`src/rtl/tap_pkg.sv`:
```
package tap_pkg;

  typedef enum logic [3:0] {
    ST_RESET      = 4'd0,
    ST_IDLE       = 4'd1,
    ST_DR_SELECT  = 4'd2,
    ST_DR_CAPTURE = 4'd3,
    ST_DR_SHIFT   = 4'd4,
    ST_DR_EXIT1   = 4'd5,
    ST_DR_PAUSE   = 4'd6,
    ST_DR_EXIT2   = 4'd7,
    ST_DR_UPDATE  = 4'd8,
    ST_IR_SELECT  = 4'd9,
    ST_IR_CAPTURE = 4'd10,
    ST_IR_SHIFT   = 4'd11,
    ST_IR_EXIT1   = 4'd12,
    ST_IR_PAUSE   = 4'd13,
    ST_IR_EXIT2   = 4'd14,
    ST_IR_UPDATE  = 4'd15
  } tap_state_e;

  localparam int unsigned ID_W = 32;

  // Successor of a controller state for one sampled mode-select bit.
  function automatic tap_state_e tap_next(input tap_state_e cur, input logic sel);
    tap_state_e nxt;
    case (cur)
      ST_RESET:      nxt = sel ? ST_RESET     : ST_IDLE;
      ST_IDLE:       nxt = sel ? ST_DR_SELECT : ST_IDLE;
      ST_DR_SELECT:  nxt = sel ? ST_IR_SELECT : ST_DR_CAPTURE;
      ST_DR_CAPTURE: nxt = sel ? ST_DR_EXIT1  : ST_DR_SHIFT;
      ST_DR_SHIFT:   nxt = sel ? ST_DR_EXIT1  : ST_DR_SHIFT;
      ST_DR_EXIT1:   nxt = sel ? ST_DR_UPDATE : ST_DR_PAUSE;
      ST_DR_PAUSE:   nxt = sel ? ST_DR_EXIT2  : ST_DR_PAUSE;
      ST_DR_EXIT2:   nxt = sel ? ST_DR_UPDATE : ST_DR_SHIFT;
      ST_DR_UPDATE:  nxt = sel ? ST_DR_SELECT : ST_IDLE;
      ST_IR_SELECT:  nxt = sel ? ST_RESET     : ST_IR_CAPTURE;
      ST_IR_CAPTURE: nxt = sel ? ST_IR_EXIT1  : ST_IR_SHIFT;
      ST_IR_SHIFT:   nxt = sel ? ST_IR_EXIT1  : ST_IR_SHIFT;
      ST_IR_EXIT1:   nxt = sel ? ST_IR_UPDATE : ST_IR_PAUSE;
      ST_IR_PAUSE:   nxt = sel ? ST_IR_EXIT2  : ST_IR_PAUSE;
      ST_IR_EXIT2:   nxt = sel ? ST_IR_UPDATE : ST_IR_SHIFT;
      ST_IR_UPDATE:  nxt = sel ? ST_DR_SELECT : ST_IDLE;
      default:       nxt = ST_RESET;
    endcase
    return nxt;
  endfunction

endpackage

```
`src/rtl/tap_fsm.sv`:
```
module tap_fsm
  import tap_pkg::*;
(
  input  logic       tck,
  input  logic       rst,
  input  logic       tms,
  output tap_state_e state
);

  always_ff @(posedge tck) begin
    if (rst) state <= ST_RESET;
    else     state <= tap_next(state, tms);
  end

endmodule

```
`src/rtl/tap_shreg.sv`:
```
module tap_shreg #(
  parameter int unsigned W = 8
) (
  input  logic         tck,
  input  logic         rst,
  input  logic         tdi,
  input  logic         cap_en,
  input  logic         shift_en,
  input  logic [W-1:0] cap_val,
  output logic [W-1:0] q
);

  logic [W-1:0] shifted;

  generate
    if (W == 1) begin : g_single
      always_comb shifted = tdi;
    end else begin : g_multi
      always_comb shifted = {tdi, q[W-1:1]};
    end
  endgenerate

  always_ff @(posedge tck) begin
    if (rst)           q <= '0;
    else if (cap_en)   q <= cap_val;
    else if (shift_en) q <= shifted;
  end

endmodule

```
`src/rtl/tap_ir.sv`:
```
module tap_ir
  import tap_pkg::*;
#(
  parameter int unsigned          IR_W       = 4,
  parameter logic [IR_W-1:0]      CAPTURE    = IR_W'(5),
  parameter logic [IR_W-1:0]      RESET_CODE = IR_W'(2)
) (
  input  logic            tck,
  input  logic            rst,
  input  logic            tdi,
  input  tap_state_e      state,
  output logic [IR_W-1:0] ir_shift,
  output logic [IR_W-1:0] instr
);

  tap_shreg #(.W(IR_W)) u_stage (
    .tck      (tck),
    .rst      (rst),
    .tdi      (tdi),
    .cap_en   (state == ST_IR_CAPTURE),
    .shift_en (state == ST_IR_SHIFT),
    .cap_val  (CAPTURE),
    .q        (ir_shift)
  );

  // Held instruction changes on the falling edge only.
  always_ff @(negedge tck) begin
    if (rst || state == ST_RESET)   instr <= RESET_CODE;
    else if (state == ST_IR_UPDATE) instr <= ir_shift;
  end

endmodule

```
`src/rtl/tap_dr.sv`:
```
module tap_dr
  import tap_pkg::*;
#(
  parameter int unsigned     IR_W      = 4,
  parameter int unsigned     USER_W    = 12,
  parameter bit              HAS_ID    = 1'b1,
  parameter logic [ID_W-1:0] ID_VALUE  = 32'h1C0D_E0A3,
  parameter logic [IR_W-1:0] IDCODE_OP = IR_W'(2),
  parameter logic [IR_W-1:0] USER_OP   = IR_W'(8)
) (
  input  logic              tck,
  input  logic              rst,
  input  logic              tdi,
  input  tap_state_e        state,
  input  logic [IR_W-1:0]   instr,
  input  logic [USER_W-1:0] user_capture,
  output logic              dr_tdo,
  output logic [USER_W-1:0] user_update
);

  logic sel_id, sel_user, sel_byp;
  logic cap, shf;
  logic byp_q;
  logic id_bit;
  logic [USER_W-1:0] usr_q;

  assign sel_id   = HAS_ID && (instr == IDCODE_OP);
  assign sel_user = (instr == USER_OP);
  assign sel_byp  = !sel_id && !sel_user;
  assign cap      = (state == ST_DR_CAPTURE);
  assign shf      = (state == ST_DR_SHIFT);

  tap_shreg #(.W(1)) u_byp (
    .tck(tck), .rst(rst), .tdi(tdi),
    .cap_en(cap && sel_byp), .shift_en(shf && sel_byp),
    .cap_val(1'b0), .q(byp_q)
  );

  generate
    if (HAS_ID) begin : g_id
      logic [ID_W-1:0] id_q;
      tap_shreg #(.W(ID_W)) u_id (
        .tck(tck), .rst(rst), .tdi(tdi),
        .cap_en(cap && sel_id), .shift_en(shf && sel_id),
        .cap_val(ID_VALUE), .q(id_q)
      );
      assign id_bit = id_q[0];
    end else begin : g_no_id
      assign id_bit = 1'b0;
    end
  endgenerate

  tap_shreg #(.W(USER_W)) u_usr (
    .tck(tck), .rst(rst), .tdi(tdi),
    .cap_en(cap && sel_user), .shift_en(shf && sel_user),
    .cap_val(user_capture), .q(usr_q)
  );

  always_ff @(negedge tck) begin
    if (rst)                                     user_update <= '0;
    else if (state == ST_DR_UPDATE && sel_user)  user_update <= usr_q;
  end

  always_comb begin
    if (sel_id)        dr_tdo = id_bit;
    else if (sel_user) dr_tdo = usr_q[0];
    else               dr_tdo = byp_q;
  end

endmodule

```
`src/rtl/jtag_tap_port.sv`:
```
module jtag_tap_port
  import tap_pkg::*;
#(
  parameter int unsigned     IR_W       = 4,
  parameter int unsigned     USER_W     = 12,
  parameter bit              HAS_ID     = 1'b1,
  parameter logic [ID_W-1:0] ID_VALUE   = 32'h1C0D_E0A3,
  parameter logic [IR_W-1:0] IR_CAPTURE = IR_W'(5),
  parameter logic [IR_W-1:0] IDCODE_OP  = IR_W'(2),
  parameter logic [IR_W-1:0] USER_OP    = IR_W'(8)
) (
  input  logic              tck,
  input  logic              rst,
  input  logic              tms,
  input  logic              tdi,
  input  logic [USER_W-1:0] user_capture,
  output logic              tdo,
  output logic              tdo_en,
  output logic [USER_W-1:0] user_update,
  output logic [IR_W-1:0]   instr,
  output logic [3:0]        tap_state
);

  localparam logic [IR_W-1:0] RESET_OP = HAS_ID ? IDCODE_OP : {IR_W{1'b1}};

  tap_state_e        fsm_state;
  logic [IR_W-1:0]   ir_shift;
  logic              dr_tdo;

  tap_fsm u_fsm (
    .tck   (tck),
    .rst   (rst),
    .tms   (tms),
    .state (fsm_state)
  );

  tap_ir #(
    .IR_W       (IR_W),
    .CAPTURE    (IR_CAPTURE),
    .RESET_CODE (RESET_OP)
  ) u_ir (
    .tck      (tck),
    .rst      (rst),
    .tdi      (tdi),
    .state    (fsm_state),
    .ir_shift (ir_shift),
    .instr    (instr)
  );

  tap_dr #(
    .IR_W      (IR_W),
    .USER_W    (USER_W),
    .HAS_ID    (HAS_ID),
    .ID_VALUE  (ID_VALUE),
    .IDCODE_OP (IDCODE_OP),
    .USER_OP   (USER_OP)
  ) u_dr (
    .tck          (tck),
    .rst          (rst),
    .tdi          (tdi),
    .state        (fsm_state),
    .instr        (instr),
    .user_capture (user_capture),
    .dr_tdo       (dr_tdo),
    .user_update  (user_update)
  );

  // Output mux, retimed to the falling edge.
  always_ff @(negedge tck) begin
    if (rst) begin
      tdo    <= 1'b0;
      tdo_en <= 1'b0;
    end else begin
      case (fsm_state)
        ST_IR_SHIFT: begin tdo <= ir_shift[0]; tdo_en <= 1'b1; end
        ST_DR_SHIFT: begin tdo <= dr_tdo;      tdo_en <= 1'b1; end
        default:     begin tdo <= 1'b0;        tdo_en <= 1'b0; end
      endcase
    end
  end

  assign tap_state = fsm_state;

endmodule

```
`config.mk`:
```
export PLATFORM = sky130hd
export DESIGN_NAME = jtag_tap_port
export DESIGN_NICKNAME = d
export VERILOG_FILES = /design/src/rtl/tap_pkg.sv /design/src/rtl/tap_fsm.sv /design/src/rtl/tap_shreg.sv /design/src/rtl/tap_ir.sv /design/src/rtl/tap_dr.sv /design/src/rtl/jtag_tap_port.sv
export SDC_FILE = /design/constraint.sdc
export NUM_CORES = 1
export LEC_CHECK = 0
export ABC_CLOCK_PERIOD_IN_PS = 2000
export BUFFER_PORTS_ARGS = -buffer_cell sky130_fd_sc_hd__buf_4
export CAP_MARGIN = 10
export CELL_PAD_IN_SITES_DETAIL_PLACEMENT = 0
export CELL_PAD_IN_SITES_GLOBAL_PLACEMENT = 2
export CORE_MARGIN = 2
export CORE_UTILIZATION = 37
export CTS_BUF_LIST = sky130_fd_sc_hd__clkbuf_4
export DETAILED_ROUTE_END_ITERATION = 16
export PLACE_DENSITY_LB_ADDON = 0.1
export SLEW_MARGIN = 10
export SYNTH_ARGS = -nofsm -noshare
export SYNTH_HDL_FRONTEND = slang
export SYNTH_SLANG_ARGS = --single-unit
```
`constraint.sdc`:
```
create_clock -name tck -period 2 [get_ports tck]
set_input_delay 0.4 -clock tck [delete_from_list [all_inputs] [get_ports tck]]
set_output_delay 0.4 -clock tck [all_outputs]
set_load 0.05 [all_outputs]
```
=== Word-level counts from Yosys, hierarchy flattened ===
Cells that the tools add are included.

* Register bits: 71
* Input port bits: 16
* Output and inout bits: 22
* Logic and storage cells: 73

* Eq/ne operators: 17
* Multiplexer cells: 23
* Reduce and logical (&&, ||, !) cells: 22

{| class="wikitable"
|+ Operator list
! kind !! count
|-
| 2-to-1 mux 29 bit || 2
|-
| case mux 4 bit (12 select lines) || 1
|-
| equality test 4 bit (second input constant) || 9
|-
| 2-to-1 mux 12 bit || 2
|-
| equality test 4 x 3 -> 1 bit (second input constant) || 4
|-
| 2-to-1 mux 4 bit || 4
|-
| equality test 4 x 2 -> 1 bit (second input constant) || 3
|-
| 2-to-1 mux 3 bit || 4
|-
| OR reduction 2 bit || 6
|-
| logical AND 1 bit || 8
|-
| 2-to-1 mux 1 bit || 6
|-
| 2-to-1 mux 2 bit || 3
|-
| nonzero test 2 bit || 3
|-
| equality test 4 x 1 -> 1 bit (second input constant) || 1
|-
| zero test 4 bit || 1
|-
| OR reduction 3 bit || 1
|-
| zero test 1 bit || 2
|-
| case mux 1 bit (2 select lines) || 1
|-
| logical OR 1 bit || 1
|}

=== Longest topological paths before layout ===
Gate-level depths: netlist (run 1).

* Depth in word-level cells: 5
* Gate-level depth with buffers: 7
* Mapped depth without buffers: 3

=== Hierarchy ===
A second synthesis (run 1) with hierarchy kept.

* Cell total of the unflattened synthesis: 365
* Area total of the unflattened synthesis: 3676.0 µm²

{| class="wikitable"
|+ By module, submodules not included
! module !! instances !! cells each !! area an instance (µm²) !! sequential area each (µm²)
|-
| tap_shreg at u_dr.g_id.u_id || 1 || 142 || 1510.2 || 640.6
|-
| tap_dr || 1 || 77 || 676.9 || 240.2
|-
| tap_shreg at u_dr.u_usr || 1 || 53 || 603.1 || 240.2
|-
| tap_fsm || 1 || 39 || 331.6 || 80.1
|-
| tap_ir || 1 || 22 || 217.7 || 80.1
|-
| tap_shreg at u_ir.u_stage || 1 || 18 || 190.2 || 80.1
|-
| jtag_tap_port || 1 || 9 || 93.8 || 40.0
|-
| tap_shreg at u_dr.u_byp || 1 || 5 || 52.6 || 20.0
|}

==> flow_metrics.env, run 1 <==
export IMPL_syn2layout_area_growth_pct=45.6
export IMPL_clockBufferDepth=2
export IMPL_critPathMaxStageDelay_ns=0.56
export IMPL_drc_errors=0
export IMPL_dieArea_mm2=0.00903
export IMPL_wl_um=8270
export IMPL_finalSetupViolCount=81
export IMPL_grt_use_total_pct=19.1
export IMPL_fp_row_count=33
export IMPL_synth_ff_type="dfxtp_1"
export IMPL_grt_max_degree=40
export IMPL_place_area_mm2=0.00370
export IMPL_cts_root_buffer="clkbuf_4"
export IMPL_grt_pass1_vias=2662
export IMPL_place_congestion=0.737
export IMPL_hpwl_um=4980
export IMPL_required_ns=2.32
export IMPL_worst_r2r_cell_count=4
export IMPL_avgSynthCellArea_um2=9.15
export IMPL_setup_tns_ns=-38.02
export IMPL_core_mm2=0.00813
export IMPL_crit_path_end_kind="flip-flop"
export IMPL_crit_fanout=32
export IMPL_maxCapViolCount=0
export IMPL_r2r_end="u_dr.g_id.u_id.q[7]"
export IMPL_p_leak_nw=1.63
export IMPL_worst_clock_skew_ns=0.0700
export IMPL_finish_net_count=434
export IMPL_combPwrFrac_pct=9.3
export IMPL_cp_start_kind="flip-flop"
export IMPL_synthCells=335
export IMPL_path_cells="or4b_4 -> or2_4 -> buf_12 -> o221a_1"
export IMPL_mostFrequentLayoutCell="buf_4"
export IMPL_n_antenna_cell=0
export IMPL_nFillCells=741
export IMPL_via_per_inst=5.42
export IMPL_rsz0062_at_grt="yes"
export IMPL_clk_pin_slew_worst_paths_ns=0.13
export IMPL_total_power_mw=2.69
export IMPL_swShare_pct=31.0
export IMPL_worstHoldPathType="in2reg"
export IMPL_max_vdd_ir_drop_mv=0.347
export IMPL_synth_edf_count=0
export IMPL_finish_instance_area_mm2=0.00446
export IMPL_timing_rr_start="u_ir.instr[3]"
export IMPL_synth_warnings=0
export IMPL_ant_nets=0
export IMPL_clkPwrFrac_pct=36.9
export IMPL_power_frac_seq_pct=53.8
export IMPL_placement_io_buffers=37
export IMPL_antenna_found_initial=0
export IMPL_grt_overflow=0
export IMPL_post_route_util_pct=54.9
export IMPL_yosysSeqAreaShare_pct=46.4
export IMPL_vias=2860
export IMPL_final_cell_mix="buf_4, dfxtp_1, inv_1"
export IMPL_place_ws_ns=-0.687
export IMPL_worstMarginPinSlew_ns=0.469
export IMPL_relSlewSlack_pct=68.7
export IMPL_arrival_ns=2.96
export IMPL_synth_seq_cells=71
export IMPL_ff2ff_setup_slack_ns=-0.65
export IMPL_p_switching_mw=0.834
export IMPL_finalMaxSlewViolations=0
export IMPL_internal_power_mw=1.86
export IMPL_grt_first_pass_wirelength_um=13400
export IMPL_htreeDepth=3
export IMPL_drt_pass1_iterations=5
export IMPL_ys_async_sr_fraction_pct=0
export IMPL_p_per_area_mw_per_mm2=603
export IMPL_die_w_um=95.0
export IMPL_pin_count=38
export IMPL_syn_cell_area_mm2=0.00307
export IMPL_critical_path_endpoint="u_dr.g_id.u_id.q[7]"
export IMPL_worstSetupPathType="reg2reg"
export IMPL_drtIter0Drc=117
export IMPL_startpoint="u_ir.instr[3]"
export IMPL_violations="negative setup slack"
export IMPL_syn_num_nets=351
export IMPL_yosysUniqueCellTypes=51
export IMPL_cts_sinks=71
export IMPL_start_util_pct=37.7
export IMPL_cts_tree="yes"
export IMPL_finalWorstSetupSlack_ns=-0.648
export IMPL_clkLatencyLatePin_ns=0.47
export IMPL_die_height_um=95.0
export IMPL_critPathSlowestCell="or4b_4"
export IMPL_status="finished with violations"
export IMPL_finalHoldViolCount=0
export IMPL_drive_gt1_share_pct=42.6
export IMPL_numCtsBuffers=9
export IMPL_post_drt_wl_per_cell_um=15.7
## stage by stage
| step | std cells | hold slack (ns) |
|---|---|---|
| detailed placement | 479 | 0.445 |
| CTS | 524 | 0.217 |
| global placement | 479 | 0.440 |
| global route | 528 | 0.224 |
| finish | 528 | 0.250 |
| floorplan | 335 | 0.432 |
## synth_stat cells, types with 2 or more instances
| cell type | n | area (µm²) |
|---|---|---|
| a311oi_1 | 2 | 17.5 |
| or4b_2 | 2 | 20.0 |
| mux2i_1 | 3 | 30.0 |
| nand2_1 | 35 | 131 |
| o32ai_2 | 3 | 48.8 |
| dfxtp_1 | 71 | 1420 |
| nand2b_1 | 4 | 25.0 |
| o21ai_0 | 15 | 75.1 |
| buf_2 | 5 | 25.0 |
| buf_6 | 4 | 45.0 |
| clkbuf_1 | 25 | 93.8 |
| nor2b_1 | 3 | 18.8 |
| or4b_1 | 2 | 20.0 |
| inv_1 | 21 | 78.8 |
| o32ai_1 | 20 | 175 |
| a21oi_1 | 23 | 115 |
| a22oi_1 | 11 | 82.6 |
| nor3b_1 | 2 | 15.0 |
| nor2_1 | 9 | 33.8 |
| or2_2 | 3 | 18.8 |
| nand3b_1 | 2 | 15.0 |
| nor4b_1 | 4 | 35.0 |
| o22ai_1 | 10 | 62.6 |
| a211oi_1 | 2 | 15.0 |
| o221a_1 | 13 | 146 |
| nand3_1 | 15 | 75.1 |
| and3b_1 | 2 | 17.5 |
## state kept, by name, summed over array words and instances, names as in the netlist
signal            cells
u_dr.u_byp.q          1
u_dr.user_update     12
u_fsm.state           4
u_dr.u_usr.q         12
tdo                   1
u_ir.instr            4
u_dr.g_id.u_id.q     32
tdo_en                1
u_ir.u_stage.q        4
## logic make-up after synthesis
kind of cell    share of synthesized area [%]
buf+inv                                  8.29
mux                                     0.980
flops                                    46.4
compound gates                           28.5
xor+xnor                                0.286
simple gates                             15.6
## layer usage
metal / GRT usage (%) / vias to the layer above / part of all wire [%]
met5: 0 / - / 0
met1: 24.7 / 1365 / 47
met4: 6.16 / 0 / 1.3
met2: 30.4 / 62 / 47
met3: 6.09 / 8 / 5.1
li1: - / 1425 / -
## how the worst min path moves through the flow
stage	start	end	slack [ns]	cells after the start
final	tdi	u_ir.u_stage.q[3]	0.25	3
after global routing	tdi	u_ir.u_stage.q[3]	0.22	3
after CTS	tdi	u_ir.u_stage.q[3]	0.22	3
after detailed placement	u_ir.u_stage.q[1]	u_ir.u_stage.q[1]	0.45	2
after global placement	u_ir.u_stage.q[1]	u_ir.u_stage.q[1]	0.44	2
after floorplan	u_ir.u_stage.q[1]	u_ir.u_stage.q[1]	0.43	2
## layout make-up
type,instances,area (µm²),share of cell area (%)
inverter,20,75.1,1.68
tap,105,131,2.94
timing repair buffer,90,926,20.8
clock buffer,9,67.6,1.51
clock inverter,25,125,2.80
sequential,71,1470,32.9
multi-input combinational,208,1670,37.4
## worst max-delay path: cells and delay by family, from the launching register on
kind,cells,cell delay (ns)
AO/OA/AOI/OAI,1,0.22
buffers and inverters,1,0.17
flip-flops,1,0.31
AND/OR/NAND/NOR,2,0.82
## repair_timing
item,CTS,global route
gates resized for setup,73,31
cloned,2,1
endpoints found under the hold margin,0,0
pin swaps,12,10
hold buffers,0,0
buffers inserted,10,4
endpoints found under the setup margin,81,81
## power groups by stage
stage	clock network [mW]	registers (mW)	logic, mW
floorplan	0.0580	1.48	0.132
finish	0.994	1.45	0.250
global route	1.12	1.45	0.270
detailed placement	0.0580	1.47	0.228
global placement	0.0580	1.47	0.227
CTS	1.03	1.45	0.244
(Power assumes the default switching activity.)
==> run 2, diff against run 1 <==
- CELL_PAD_IN_SITES_DETAIL_PLACEMENT: 0 -> 1
- MAX_ROUTING_LAYER: unset -> met4
==> run 2 against run 1 <==
  * The flow still finishes with violations (negative setup slack)
  * Die area stayed put
  * Cell count is 2.8% higher
  * Flip-flop and latch count stayed put
  * Hold slack hardly changed
  * Critical path type unchanged
  * Count of clock-buffer cells in the layout stayed put
  * Sequential share of layout area is 2.1 points lower
  * First-iteration DRC count is 21% lower
  * Wire length is 31% higher
  * Setup slack worse by 0.11 ns
  * Global-route usage is 3.3 points higher
  * Utilization is 3.8 points higher
  * Sequential power hardly changed
==> flow_metrics.env, run 2 (same netlist as run 1, synthesis figures left out) <==
export IMPL_mostFrequentLayoutCell="buf_4"
export IMPL_post_drt_wl_per_cell_um=19.9
export IMPL_largest_reg_flops=32
export IMPL_setup_tns_ns=-43.98
export IMPL_grt_max_degree=40
export IMPL_critPathMaxStageDelay_ns=0.56
export IMPL_finalSetupViolCount=81
export IMPL_syn2layout_area_growth_pct=55.7
export IMPL_place_congestion=0.746
export IMPL_ff2ff_setup_slack_ns=-0.75
export IMPL_clkLatencyLatePin_ns=0.51
export IMPL_largest_register="u_dr.g_id.u_id.q"
export IMPL_placement_io_buffers=37
export IMPL_post_route_util_pct=58.7
export IMPL_final_cell_mix="buf_4, dfxtp_1, inv_1"
export IMPL_relSlewSlack_pct=71.0
export IMPL_fp_row_count=33
export IMPL_status="finished with violations"
export IMPL_grt_first_pass_wirelength_um=15200
export IMPL_antenna_found_initial=0
export IMPL_cp_start_kind="flip-flop"
export IMPL_whs_ns=0.250
export IMPL_violations="negative setup slack"
export IMPL_ant_nets=0
export IMPL_critPathSlowestCell="or4b_4"
export IMPL_drc_errors=0
export IMPL_reg_top3="u_dr.g_id.u_id.q (32), u_dr.u_usr.q (12), u_dr.user_update (12)"
export IMPL_maxCapViolCount=0
export IMPL_crit_fanout=7
export IMPL_worstSetupPathType="reg2reg"
export IMPL_grt_use_total_pct=22.4
export IMPL_cts_hold_buf=0
export IMPL_drive_gt1_share_pct=46.1
export IMPL_max_vdd_ir_drop_mv=0.261
export IMPL_finalMaxSlewViolations=0
export IMPL_clkPwrFrac_pct=42.4
export IMPL_internal_power_mw=2.12
export IMPL_clk_pin_slew_worst_paths_ns=0.13
export IMPL_via_per_inst=5.62
export IMPL_worstHoldPathType="in2reg"
export IMPL_path_cells="or4b_4 -> buf_6 -> a21oi_4 -> clkbuf_16 -> o221a_1"
export IMPL_combPwrFrac_pct=9.7
export IMPL_p_per_area_mw_per_mm2=631
export IMPL_dieArea_mm2=0.00903
export IMPL_core_mm2=0.00813
export IMPL_total_power_mw=3.01
export IMPL_hpwl_um=5500
export IMPL_drt_pass1_iterations=4
export IMPL_p_leak_nw=1.78
export IMPL_grt_pass1_vias=3004
export IMPL_cts_sinks=71
export IMPL_swShare_pct=29.6
export IMPL_numCtsBuffers=9
export IMPL_arrival_ns=3.13
export IMPL_rsz0062_at_grt="yes"
export IMPL_required_ns=2.37
export IMPL_cts_tree="yes"
export IMPL_vias=3051
export IMPL_die_height_um=95.0
export IMPL_crit_path_end_kind="flip-flop"
export IMPL_finish_net_count=449
export IMPL_wl_um=10800
export IMPL_start_util_pct=37.7
export IMPL_drtIter0Drc=93
export IMPL_nFillCells=865
export IMPL_finalHoldViolCount=0
export IMPL_finalWorstSetupSlack_ns=-0.754
export IMPL_n_antenna_cell=0
export IMPL_worst_clock_skew_ns=0.0902
export IMPL_p_switching_mw=0.892
export IMPL_power_frac_seq_pct=47.9
export IMPL_cts_root_buffer="clkbuf_4"
export IMPL_die_w_um=95.0
export IMPL_worstMarginPinSlew_ns=0.436
export IMPL_pin_count=38
export IMPL_grt_overflow=0
export IMPL_clockBufferDepth=2
export IMPL_htreeDepth=3
-- run 2: final cells by class --
| class | instances | area [µm²] | share of cell area, % |
|---|---|---|---|
| multi-input combinational | 208 | 1690 | 35.3 |
| sequential | 71 | 1470 | 30.8 |
| timing repair buffer | 105 | 1180 | 24.6 |
| tap | 105 | 131 | 2.75 |
| clock buffer | 9 | 67.6 | 1.42 |
| inverter | 20 | 75.1 | 1.57 |
| clock inverter | 25 | 165 | 3.46 |
-- run 2: metrics by stage --
step                      instances  setup slack (ns)  instance area [µm²]
after global placement          479            -0.664                 3700
final                           543            -0.754                 4770
after CTS                       524            -0.674                 4320
after detailed placement        479            -0.708                 3700
after floorplan                 335            -0.942                 3190
after global routing            543            -0.775                 4770
-- run 2: power by group through the flow --
| stage | sequential, mW | clock [mW] | combinational, mW |
|---|---|---|---|
| 6_report | 1.44 | 1.28 | 0.292 |
| 5_1_grt | 1.45 | 1.39 | 0.313 |
| 4_1_cts | 1.45 | 1.27 | 0.247 |
| 3_5_place_dp | 1.47 | 0.0580 | 0.231 |
| 3_3_place_gp | 1.47 | 0.0580 | 0.227 |
| 2_1_floorplan | 1.48 | 0.0580 | 0.132 |
-- run 2: critical path, delay by kind of cell (launching register included) --
kind	cells	cell delay [ns]
buffers and inverters	2	0.35
flip-flops	1	0.34
AO/OA/AOI/OAI	2	0.41
AND/OR/NAND/NOR	1	0.56
-- run 2: layer usage --
metal,global-route usage [%],up-vias,wire (µm)
met1,28.0,1504,4560
met4,8.70,0,300
met3,3.64,22,423
li1,-,1449,-
met2,36.3,76,5520
met5,-,-,0
-- run 2: final timing paths --
path,cells after the start,start,end
worst max-delay path,5,u_ir.instr[2],u_dr.g_id.u_id.q[27]
worst min-delay path,3,tdi,u_ir.u_stage.q[3]
worst max register to register,5,u_ir.instr[2],u_dr.g_id.u_id.q[27]
worst min register to register,2,u_ir.u_stage.q[1],u_ir.u_stage.q[1]
-- run 2: repair_timing --
action | 4_1_cts | 5_1_grt
endpoints found under the setup margin | 81 | 81
gates resized for setup | 68 | 60
endpoints found under the hold margin | 0 | 0
buffers inserted | 10 | 17
pin swaps | 10 | 29
gates cloned | 3 | 5
==> run 3, diff against run 2 <==
- CORE_ASPECT_RATIO: unset -> 1.4
==> run 3 against run 2 <==
  * The run still ends with negative setup slack left
  * Wire length is 3.0% lower
  * Setup slack better by 0.092 ns
  * Cell count is 0.74% lower
  * Combinational power is 7.2% lower
  * Hold slack worse by 0.047 ns
  * Non-clock buffer count is 1 lower
  * Flip-flop and latch count stayed put
  * Global-route usage is 0.38 points higher
  * Clock power is 10% lower
  * First-iteration DRC count is 120% higher
==> flow_metrics.env, run 3 (same netlist as run 1, synthesis figures left out) <==
export IMPL_clk_pin_slew_worst_paths_ns=0.13
export IMPL_worst_clock_skew_ns=0.0445
export IMPL_rsz0062_at_grt="yes"
export IMPL_antenna_found_initial=0
export IMPL_n_antenna_cell=0
export IMPL_grt_max_degree=40
export IMPL_cts_tree="yes"
export IMPL_fp_row_count=39
export IMPL_post_route_util_pct=57.5
export IMPL_cts_sinks=71
export IMPL_p_per_area_mw_per_mm2=616
export IMPL_grt_pass1_vias=3062
export IMPL_p_leak_nw=1.72
export IMPL_syn2layout_area_growth_pct=52.0
export IMPL_drt_pass1_iterations=5
export IMPL_drive_gt1_share_pct=46.7
export IMPL_htreeDepth=3
export IMPL_finalMaxSlewViolations=0
export IMPL_drtIter0Drc=208
export IMPL_total_power_mw=2.87
export IMPL_reg_top3="u_dr.g_id.u_id.q (32), u_dr.u_usr.q (12), u_dr.user_update (12)"
export IMPL_arrival_ns=3.03
export IMPL_cp_start_kind="flip-flop"
export IMPL_grt_overflow=0
export IMPL_via_per_inst=5.58
export IMPL_largest_reg_flops=32
export IMPL_relSlewSlack_pct=71.1
export IMPL_numCtsBuffers=9
export IMPL_finalHoldViolCount=0
export IMPL_mostFrequentLayoutCell="buf_4"
export IMPL_post_drt_wl_per_cell_um=19.4
export IMPL_vias=3006
export IMPL_hpwl_um=5580
export IMPL_r2r_end="u_dr.g_id.u_id.q[1]"
export IMPL_die_height_um=112
export IMPL_cts_hold_buf=0
export IMPL_grt_use_total_pct=22.8
export IMPL_maxCapViolCount=0
export IMPL_grt_first_pass_wirelength_um=15500
export IMPL_crit_fanout=8
export IMPL_drc_errors=0
export IMPL_worst_r2r_cell_count=4
export IMPL_largest_register="u_dr.g_id.u_id.q"
export IMPL_wl_um=10500
export IMPL_ant_nets=0
export IMPL_clkLatencyLatePin_ns=0.49
export IMPL_whs_ns=0.203
export IMPL_crit_path_end_kind="flip-flop"
export IMPL_start_util_pct=37.8
export IMPL_placement_io_buffers=37
export IMPL_violations="negative setup slack"
export IMPL_hp_start="tms"
export IMPL_finalSetupViolCount=81
export IMPL_worstHoldPathType="in2reg"
export IMPL_place_congestion=0.753
export IMPL_worstSetupPathType="reg2reg"
export IMPL_required_ns=2.37
export IMPL_timing_rr_start="u_ir.instr[0]"
export IMPL_cts_root_buffer="clkbuf_4"
export IMPL_max_vdd_ir_drop_mv=0.390
export IMPL_worstMarginPinSlew_ns=0.434
export IMPL_clockBufferDepth=2
export IMPL_ff2ff_setup_slack_ns=-0.66
export IMPL_finish_net_count=448
export IMPL_dieArea_mm2=0.00904
export IMPL_min_to="u_fsm.state[0]"
export IMPL_status="finished with violations"
export IMPL_hold_depth=2
export IMPL_finalWorstSetupSlack_ns=-0.662
export IMPL_final_cell_mix="buf_4, dfxtp_1, inv_1"
export IMPL_die_w_um=80.9
export IMPL_core_mm2=0.00810
export IMPL_pin_count=38
==> run 3: cell count changes in the layout (fill, tap and decap cells not counted), moves of 3 or more <==
| cell | delta |
|---|---|
| o32ai_1 | -3 |
| o21ai_1 | +3 |
| a21oi_2 | +3 |
| nand3_1 | -3 |
| o32ai_2 | +3 |
| a21oi_1 | -4 |
| buf_4 | +7 |
| o21ai_2 | -5 |
==> run 3: final cells by class <==
cell class                      instances  area (µm²)
Clock buffer                           11        82.6
Timing Repair Buffer                  104        1050
Fill cell                             900        3440
Inverter                               20        75.1
Multi-Input combinational cell        208        1720
Clock inverter                         23         129
Sequential cell                        71        1470
Tap cell                              102         128
==> run 3: metrics by stage <==
| stage | instance area [µm²] | TNS, ns | cells | setup WS, ns |
|---|---|---|---|---|
| after floorplan | 3190 | -40.76 | 335 | -0.942 |
| after global placement | 3710 | -32.26 | 481 | -0.668 |
| after detailed placement | 3710 | -33.75 | 481 | -0.716 |
| after CTS | 4350 | -39.27 | 528 | -0.638 |
| after global routing | 4660 | -44.07 | 539 | -0.692 |
| final | 4660 | -40.74 | 539 | -0.662 |
==> run 3: worst max-delay path by stage <==
| stage | startpoint | end | slack [ns] | depth (start not counted) |
|---|---|---|---|---|
| after floorplan | u_ir.instr[1] | u_dr.g_id.u_id.q[28] | -0.94 | 7 |
| after global placement | u_ir.instr[0] | u_dr.g_id.u_id.q[16] | -0.67 | 4 |
| after detailed placement | u_ir.instr[0] | u_dr.g_id.u_id.q[5] | -0.72 | 4 |
| after CTS | u_ir.instr[0] | u_dr.g_id.u_id.q[27] | -0.64 | 4 |
| after global routing | u_ir.instr[2] | u_dr.g_id.u_id.q[27] | -0.69 | 5 |
| final | u_ir.instr[0] | u_dr.g_id.u_id.q[1] | -0.66 | 4 |
==> run 3: worst max-delay path, cell delays in order, from the launching register on <==
cell and delay, ns:
dfxtp_4 0.35, or4b_4 0.52, or2_4 0.29, clkbuf_16 0.17
o221a_1 0.22
==> run 3: metal layers <==
| metal | up-vias | track usage (%) | share of wire, % |
|---|---|---|---|
| li1 | 1438 | - | - |
| met5 | - | - | 0 |
| met3 | 24 | 5.27 | 3.0 |
| met1 | 1483 | 27.1 | 42 |
| met4 | 0 | 9.94 | 3.0 |
| met2 | 61 | 36.3 | 52 |
==> run 3: power by group <==
part / internal [mW] / leakage [nW] / switching, mW / total (mW)
Combinational: 0.123 / 0.965 / 0.148 / 0.271
Sequential: 1.42 / 0.586 / 0.0225 / 1.45
Clock: 0.457 / 0.165 / 0.695 / 1.15
==> run 3: repair_timing <==
| item | CTS | global route |
|---|---|---|
| setup buffers | 13 | 10 |
| gates resized for setup | 86 | 43 |
| pin swaps | 21 | 16 |
| setup endpoints to repair | 81 | 81 |
| cloned | 2 | 2 |
